<file path="config.mk">
export PLATFORM = sky130hd
export DESIGN_NAME = mbox_bridge
export DESIGN_NICKNAME = d
export VERILOG_FILES = /design/src/rtl/mbox_pkg.sv /design/src/rtl/mbox_ctrl.sv /design/src/rtl/mbox_dpath.sv /design/src/rtl/mbox_bridge.sv
export SDC_FILE = /design/constraint.sdc
export NUM_CORES = 1
export LEC_CHECK = 0
export BUFFER_PORTS_ARGS = -buffer_cell sky130_fd_sc_hd__buf_2
export CAP_MARGIN = 20
export CORE_ASPECT_RATIO = 1.2
export CORE_MARGIN = 1.5
export CORE_UTILIZATION = 25
export DETAILED_ROUTE_END_ITERATION = 6
export PLACE_DENSITY = 0.55
export REMOVE_ABC_BUFFERS = 1
export SLEW_MARGIN = 10
export SYNTH_ARGS = -nofsm -noshare
export SYNTH_HDL_FRONTEND = slang
export SYNTH_SLANG_ARGS = --single-unit
</file>
<file path="constraint.sdc">
create_clock -name clk -period 3.1 [get_ports clk]
set_clock_uncertainty 0.1 [all_clocks]
set_input_delay 0.62 -clock clk [delete_from_list [all_inputs] [get_ports clk]]
set_output_delay 0.62 -clock clk [all_outputs]
set_load 0.05 [all_outputs]
</file>
<file path="src/rtl/mbox_pkg.sv">
package mbox_pkg;

  typedef enum logic [1:0] {
    RD_NONE,
    RD_OUTDATA,
    RD_OUTFLAG,
    RD_INFLAG
  } rdSel_e;

  typedef struct packed {
    logic   loadIn;
    logic   takeIn;
    logic   loadOut;
    logic   takeOut;
    logic   setIrq;
    logic   ackIrq;
    logic   clearAll;
    rdSel_e rdSel;
  } strobes_t;

endpackage

</file>
<file path="src/rtl/mbox_ctrl.sv">
module mbox_ctrl
  import mbox_pkg::*;
#(
  parameter int ADDR_W     = 10,
  parameter int SEL_W      = 3,
  parameter int WIN_BITS   = 4,
  parameter int BASE_FIRST = 'h210,
  parameter int BASE_STEP  = 'h10,
  parameter int BASE_COUNT = 6,
  parameter int OFS_RST    = 'h6,
  parameter int OFS_RDATA  = 'hA,
  parameter int OFS_WDATA  = 'hC,
  parameter int OFS_STAT   = 'hE
) (
  input  logic              clk,
  input  logic              rstBus,
  input  logic [SEL_W-1:0]  baseSel,
  input  logic [ADDR_W-1:0] hostAddr,
  input  logic              hostWr,
  input  logic              hostRd,
  input  logic              rstBit,
  input  logic              ctrlWr,
  input  logic              ctrlRd,
  input  logic              ctrlIrqPulse,
  output logic              softRst,
  output strobes_t          stb
);

  localparam int TAG_W = ADDR_W - WIN_BITS;

  logic [BASE_COUNT-1:0] candHit;
  logic                  inWin;
  logic [WIN_BITS-1:0]   off;
  logic                  atRst, atRdata, atWdata, atStat;
  logic                  rstPortWr;

  // One comparator per jumper position; only the selected one may fire.
  for (genvar g = 0; g < BASE_COUNT; g++) begin : g_cand
    localparam logic [ADDR_W-1:0] CAND = ADDR_W'(BASE_FIRST + g * BASE_STEP);
    assign candHit[g] = (baseSel == SEL_W'(g)) &&
                        (hostAddr[ADDR_W-1:WIN_BITS] == CAND[ADDR_W-1:WIN_BITS]);
  end

  assign inWin   = |candHit;
  assign off     = hostAddr[WIN_BITS-1:0];
  assign atRst   = inWin && (off == WIN_BITS'(OFS_RST));
  assign atRdata = inWin && (off == WIN_BITS'(OFS_RDATA));
  assign atWdata = inWin && (off == WIN_BITS'(OFS_WDATA));
  assign atStat  = inWin && (off == WIN_BITS'(OFS_STAT));

  assign rstPortWr = hostWr && atRst;

  always_ff @(posedge clk) begin
    if (rstBus)         softRst <= 1'b0;
    else if (rstPortWr) softRst <= rstBit;
  end

  always_comb begin
    stb          = '0;
    stb.clearAll = softRst || (rstPortWr && rstBit);
    stb.loadIn   = hostWr && atWdata && !softRst;
    stb.takeIn   = ctrlRd;
    stb.loadOut  = ctrlWr && !softRst;
    stb.takeOut  = hostRd && atRdata;
    stb.setIrq   = ctrlIrqPulse && !softRst;
    stb.ackIrq   = hostRd && atStat;
    stb.rdSel    = RD_NONE;
    if (hostRd) begin
      if (atRdata)      stb.rdSel = RD_OUTDATA;
      else if (atStat)  stb.rdSel = RD_OUTFLAG;
      else if (atWdata) stb.rdSel = RD_INFLAG;
    end
  end

  logic unusedTag;
  assign unusedTag = ^TAG_W;

endmodule

</file>
<file path="src/rtl/mbox_dpath.sv">
module mbox_dpath
  import mbox_pkg::*;
#(
  parameter int DATA_W   = 8,
  parameter int FLAG_BIT = 7
) (
  input  logic              clk,
  input  logic              rstBus,
  input  strobes_t          stb,
  input  logic [DATA_W-1:0] hostWdata,
  input  logic [DATA_W-1:0] ctrlWdata,
  output logic [DATA_W-1:0] hostRdata,
  output logic [DATA_W-1:0] ctrlRdata,
  output logic              inFull,
  output logic              outFull,
  output logic              irqLatch
);

  logic [DATA_W-1:0] inData, outData;

  always_ff @(posedge clk) begin
    if (rstBus) begin
      inData  <= '0;
      outData <= '0;
    end else begin
      if (stb.loadIn)  inData  <= hostWdata;
      if (stb.loadOut) outData <= ctrlWdata;
    end
  end

  // Flag priority: software reset, then set, then clear.
  always_ff @(posedge clk) begin
    if (rstBus || stb.clearAll) begin
      inFull   <= 1'b0;
      outFull  <= 1'b0;
      irqLatch <= 1'b0;
    end else begin
      if (stb.loadIn)       inFull   <= 1'b1;
      else if (stb.takeIn)  inFull   <= 1'b0;
      if (stb.loadOut)      outFull  <= 1'b1;
      else if (stb.takeOut) outFull  <= 1'b0;
      if (stb.setIrq)       irqLatch <= 1'b1;
      else if (stb.ackIrq)  irqLatch <= 1'b0;
    end
  end

  always_comb begin
    unique case (stb.rdSel)
      RD_OUTDATA: hostRdata = outData;
      RD_OUTFLAG: hostRdata = DATA_W'(outFull) << FLAG_BIT;
      RD_INFLAG:  hostRdata = DATA_W'(inFull) << FLAG_BIT;
      default:    hostRdata = '0;
    endcase
  end

  assign ctrlRdata = inData;

endmodule

</file>
<file path="src/rtl/mbox_bridge.sv">
module mbox_bridge
  import mbox_pkg::*;
#(
  parameter int ADDR_W     = 10,
  parameter int DATA_W     = 8,
  parameter int SEL_W      = 3,
  parameter int WIN_BITS   = 4,
  parameter int BASE_FIRST = 'h210,
  parameter int BASE_STEP  = 'h10,
  parameter int BASE_COUNT = 6,
  parameter int OFS_RST    = 'h6,
  parameter int OFS_RDATA  = 'hA,
  parameter int OFS_WDATA  = 'hC,
  parameter int OFS_STAT   = 'hE,
  parameter int RST_BIT    = 0,
  parameter int FLAG_BIT   = DATA_W - 1
) (
  input  logic              clk,
  input  logic              rstBus,
  input  logic [SEL_W-1:0]  baseSel,
  input  logic [ADDR_W-1:0] hostAddr,
  input  logic              hostWr,
  input  logic              hostRd,
  input  logic [DATA_W-1:0] hostWdata,
  output logic [DATA_W-1:0] hostRdata,
  input  logic              ctrlWr,
  input  logic [DATA_W-1:0] ctrlWdata,
  input  logic              ctrlRd,
  output logic [DATA_W-1:0] ctrlRdata,
  output logic              ctrlInFull,
  output logic              ctrlOutFull,
  input  logic              ctrlIrqPulse,
  output logic              irq,
  output logic              ctrlReset
);

  strobes_t stb;

  mbox_ctrl #(
    .ADDR_W(ADDR_W), .SEL_W(SEL_W), .WIN_BITS(WIN_BITS),
    .BASE_FIRST(BASE_FIRST), .BASE_STEP(BASE_STEP), .BASE_COUNT(BASE_COUNT),
    .OFS_RST(OFS_RST), .OFS_RDATA(OFS_RDATA), .OFS_WDATA(OFS_WDATA),
    .OFS_STAT(OFS_STAT)
  ) uCtrl (
    .clk(clk), .rstBus(rstBus), .baseSel(baseSel), .hostAddr(hostAddr),
    .hostWr(hostWr), .hostRd(hostRd), .rstBit(hostWdata[RST_BIT]),
    .ctrlWr(ctrlWr), .ctrlRd(ctrlRd), .ctrlIrqPulse(ctrlIrqPulse),
    .softRst(ctrlReset), .stb(stb)
  );

  mbox_dpath #(.DATA_W(DATA_W), .FLAG_BIT(FLAG_BIT)) uDpath (
    .clk(clk), .rstBus(rstBus), .stb(stb),
    .hostWdata(hostWdata), .ctrlWdata(ctrlWdata),
    .hostRdata(hostRdata), .ctrlRdata(ctrlRdata),
    .inFull(ctrlInFull), .outFull(ctrlOutFull), .irqLatch(irq)
  );

endmodule

</file>
==> metrics.txt <==
fin. max-slew vios=0; Worst EP required=roughly 2.4 ns; GRT overflow=0; Ports=56; DRT iter0 DRCs=24; Unique masters post-synth=35; vias per inst=4.62; Lkg Pwr=0.000766 uW; CTS root buffer=clkbuf_8; global-route wire length before repair=4640 um; Power Density=344 mW/mm^2; Starting Density=26.4%; critical path class=primary input to primary output; critical path fanouts, max=8; std cell rows=25; number of global-route vias before repair=roughly 1000; TritonCTS clock tree=done; slowest stage delay, CP=0.42 ns; most frequent cell after synthesis=dfxtp_1; Core Box Area=0.00397 mm^2; main flop type after synthesis=dfxtp_1; syn_area_per_cell=8.82 um^2; sequential area share after synthesis=between 30% and 40%; Max stage delay cell, worst path=a2111o_1; vias=1091; H-tree depth=1; Worst-Margin Slew=a little over 0.5 ns; setup ws final=about 0.042 ns; RSZ-0062 raised after global routing=yes; CP Capture Type=primary output; synthesized cell area=0.00105 mm^2; Yosys reg bits=20; pre-CTS setup slack=-0.0925 ns; combinational power share=14.6%; drt first pass iters=4; Switching Share=a little under a quarter; Hold Fails Final Rpt=0; Post-DP HPWL=approximately 2100 um; max-cap viol count=0; fraction of layout cells with a size suffix above 1=46.2%; CP arrival=2.34 ns; Pint=412 uW; post-route minimum period=around 3 ns; DRC=0; Hold Buf Count CTS=0; Yosys warnings=0; Peak VDD IR=~240 uV; share of power burned in registers=between 40 and 50%; maximum root-to-sink buffer count=2; Peak Freq=327 MHz; Total GRT Usage=12.3%; DRT antenna net count=0; Hold Crit Class=register to register; Skew-Pair Late Insertion Delay=0.25 ns; Psw=between 100 and 150 uW; Synth top cells by count=dfxtp_1, nand2_1, a21oi_1, nor2_1, mux2i_1; CTS Buf Count=3; Clock Sink Count=20; Clock Power Share=approximately 36%; die width=a little over 60 um; Yosys top cell area share=roughly two fifths; Die Ht=74.0 um; input/output buffers=55; largest net degree at the start of global routing=19; CP cell instances=buf_8 -> or3b_4 -> a2111o_1 -> a2111oi_4 -> buf_4 -> and2_4 -> buf_6; max_slew headroom=66.3%; initial antenna violation count=0; Final setup viols=0; Pwr Total=541 uW; hold_ws=approximately 0.36 ns; total wire length=about 2800 um; status=finished, final reports clean; CP Launch Type=primary input; synth top area cells=dfxtp_1, mux2i_1, nand2_1, a21oi_1, a2111oi_4; die area=between 0.004 and 0.005 mm^2; Routed wire per std cell=~12 um; Async SR Flop Fraction=0%; largest area contributor in the netlist=dfxtp_1; routability cong.=0.743; Area growth, synth to finish=49.8%; Nets=219; clock-pin transition on the worst setup and hold timing paths=0.07 ns; EDFF count, synth=0; Final Cycle Share=98.6%; Cells after Synth=~120; ANT cells=0
final timing paths:
check                           slack, ns  depth (start not counted)                               end                            from
worst max-delay path                 0.04                          7                      hostRdata[2]                     hostAddr[5]
worst min-delay path                 0.36                          2    uDpath.outData[7]$_SDFFE_PP0P_  uDpath.outData[7]$_SDFFE_PP0P_
worst max register to register       1.63                          5  uDpath.ctrlRdata[6]$_SDFFE_PP0P_      uCtrl.softRst$_SDFFE_PP0N_
worst min register to register       0.36                          2    uDpath.outData[7]$_SDFFE_PP0P_  uDpath.outData[7]$_SDFFE_PP0P_
repair_timing:
action,CTS,global route
resized for setup,16,11
endpoints found under the setup margin,8,8
pin swaps,2,5
setup buffers,0,2
worst max-delay path, delay by kind of cell:
family / cells / cell delay, ns
AOI/OAI and AO/OA: 2 / 0.71
buffers and inverters: 3 / 0.45
and+or+nand+nor: 2 / 0.55
layer usage:
metal	up-vias	global-route usage [%]	share of wire [%]
met5	-	0	0
met4	0	3.70	0.46
met3	2	2.57	6.3
met2	34	22.6	50
met1	500	14.8	43
li1	555	-	-
final cells by class:
type,count,area (um^2)
Fill cell,411,2400
Clock buffer,4,55.1
Sequential cell,20,400
Tap cell,54,67.6
Timing Repair Buffer,64,399
Multi-Input combinational cell,91,639
Inverter,3,11.3
kinds of logic (layout without fill, tap and decap cells):
| family | count (synthesis) | count (layout) | share of synthesized area [%] |
|---|---|---|---|
| compound gates | 28 | 28 | 23.1 |
| buf+inv | 8 | 71 | 3.46 |
| simple gates | 54 | 54 | 26.8 |
| mux | 8 | 8 | 7.63 |
| xor+xnor | 1 | 1 | 0.834 |
| flops | 20 | 20 | 38.1 |
stage by stage:
| step | cells | instance area, um^2 | util, % | setup TNS (ns) |
|---|---|---|---|---|
| finish | 236 | 1570 | 39.6 | 0 |
| global route | 236 | 1570 | 39.6 | -0.0768 |
| floorplan | 114 | 1020 | - | -0.381 |
| detailed placement | 230 | 1420 | 35.7 | -0.662 |
| CTS | 234 | 1520 | 38.4 | 0 |
| global placement | 230 | 1420 | 35.7 | -0.654 |
sequential cells by signal, indices dropped and copies added, names as in the netlist:
name / cells
uDpath.inFull: 1
uDpath.ctrlRdata: 8
uCtrl.softRst: 1
uDpath.outData: 8
uDpath.irqLatch: 1
uDpath.outFull: 1
power by group through the flow:
stage / clock network, uW / registers [uW] / logic (uW)
global route: 218 / 270 / 87.7
finish: 193 / 269 / 78.9
CTS: 204 / 268 / 76.9
global placement: 0 / 274 / 75.6
floorplan: 0 / 280 / 27.9
detailed placement: 0 / 274 / 76.0
cell usage in the layout (no fill, tap or decap), types with 2 or more instances in the layout:
master and instances:
inv_1 3, and4bb_2 2, buf_4 10, nor2_1 11, nor2b_1 3, and2_4 6, buf_2 46, nand2b_1 2
buf_6 7, clkbuf_8 4, a21oi_1 14, nor3_1 2, nand3_1 3, mux2i_1 8, a2111oi_4 2, nand2_1 19
or3b_4 2, dfxtp_1 20, o2111a_1 2
No activity file was read; power rests on OpenSTA's default activity.
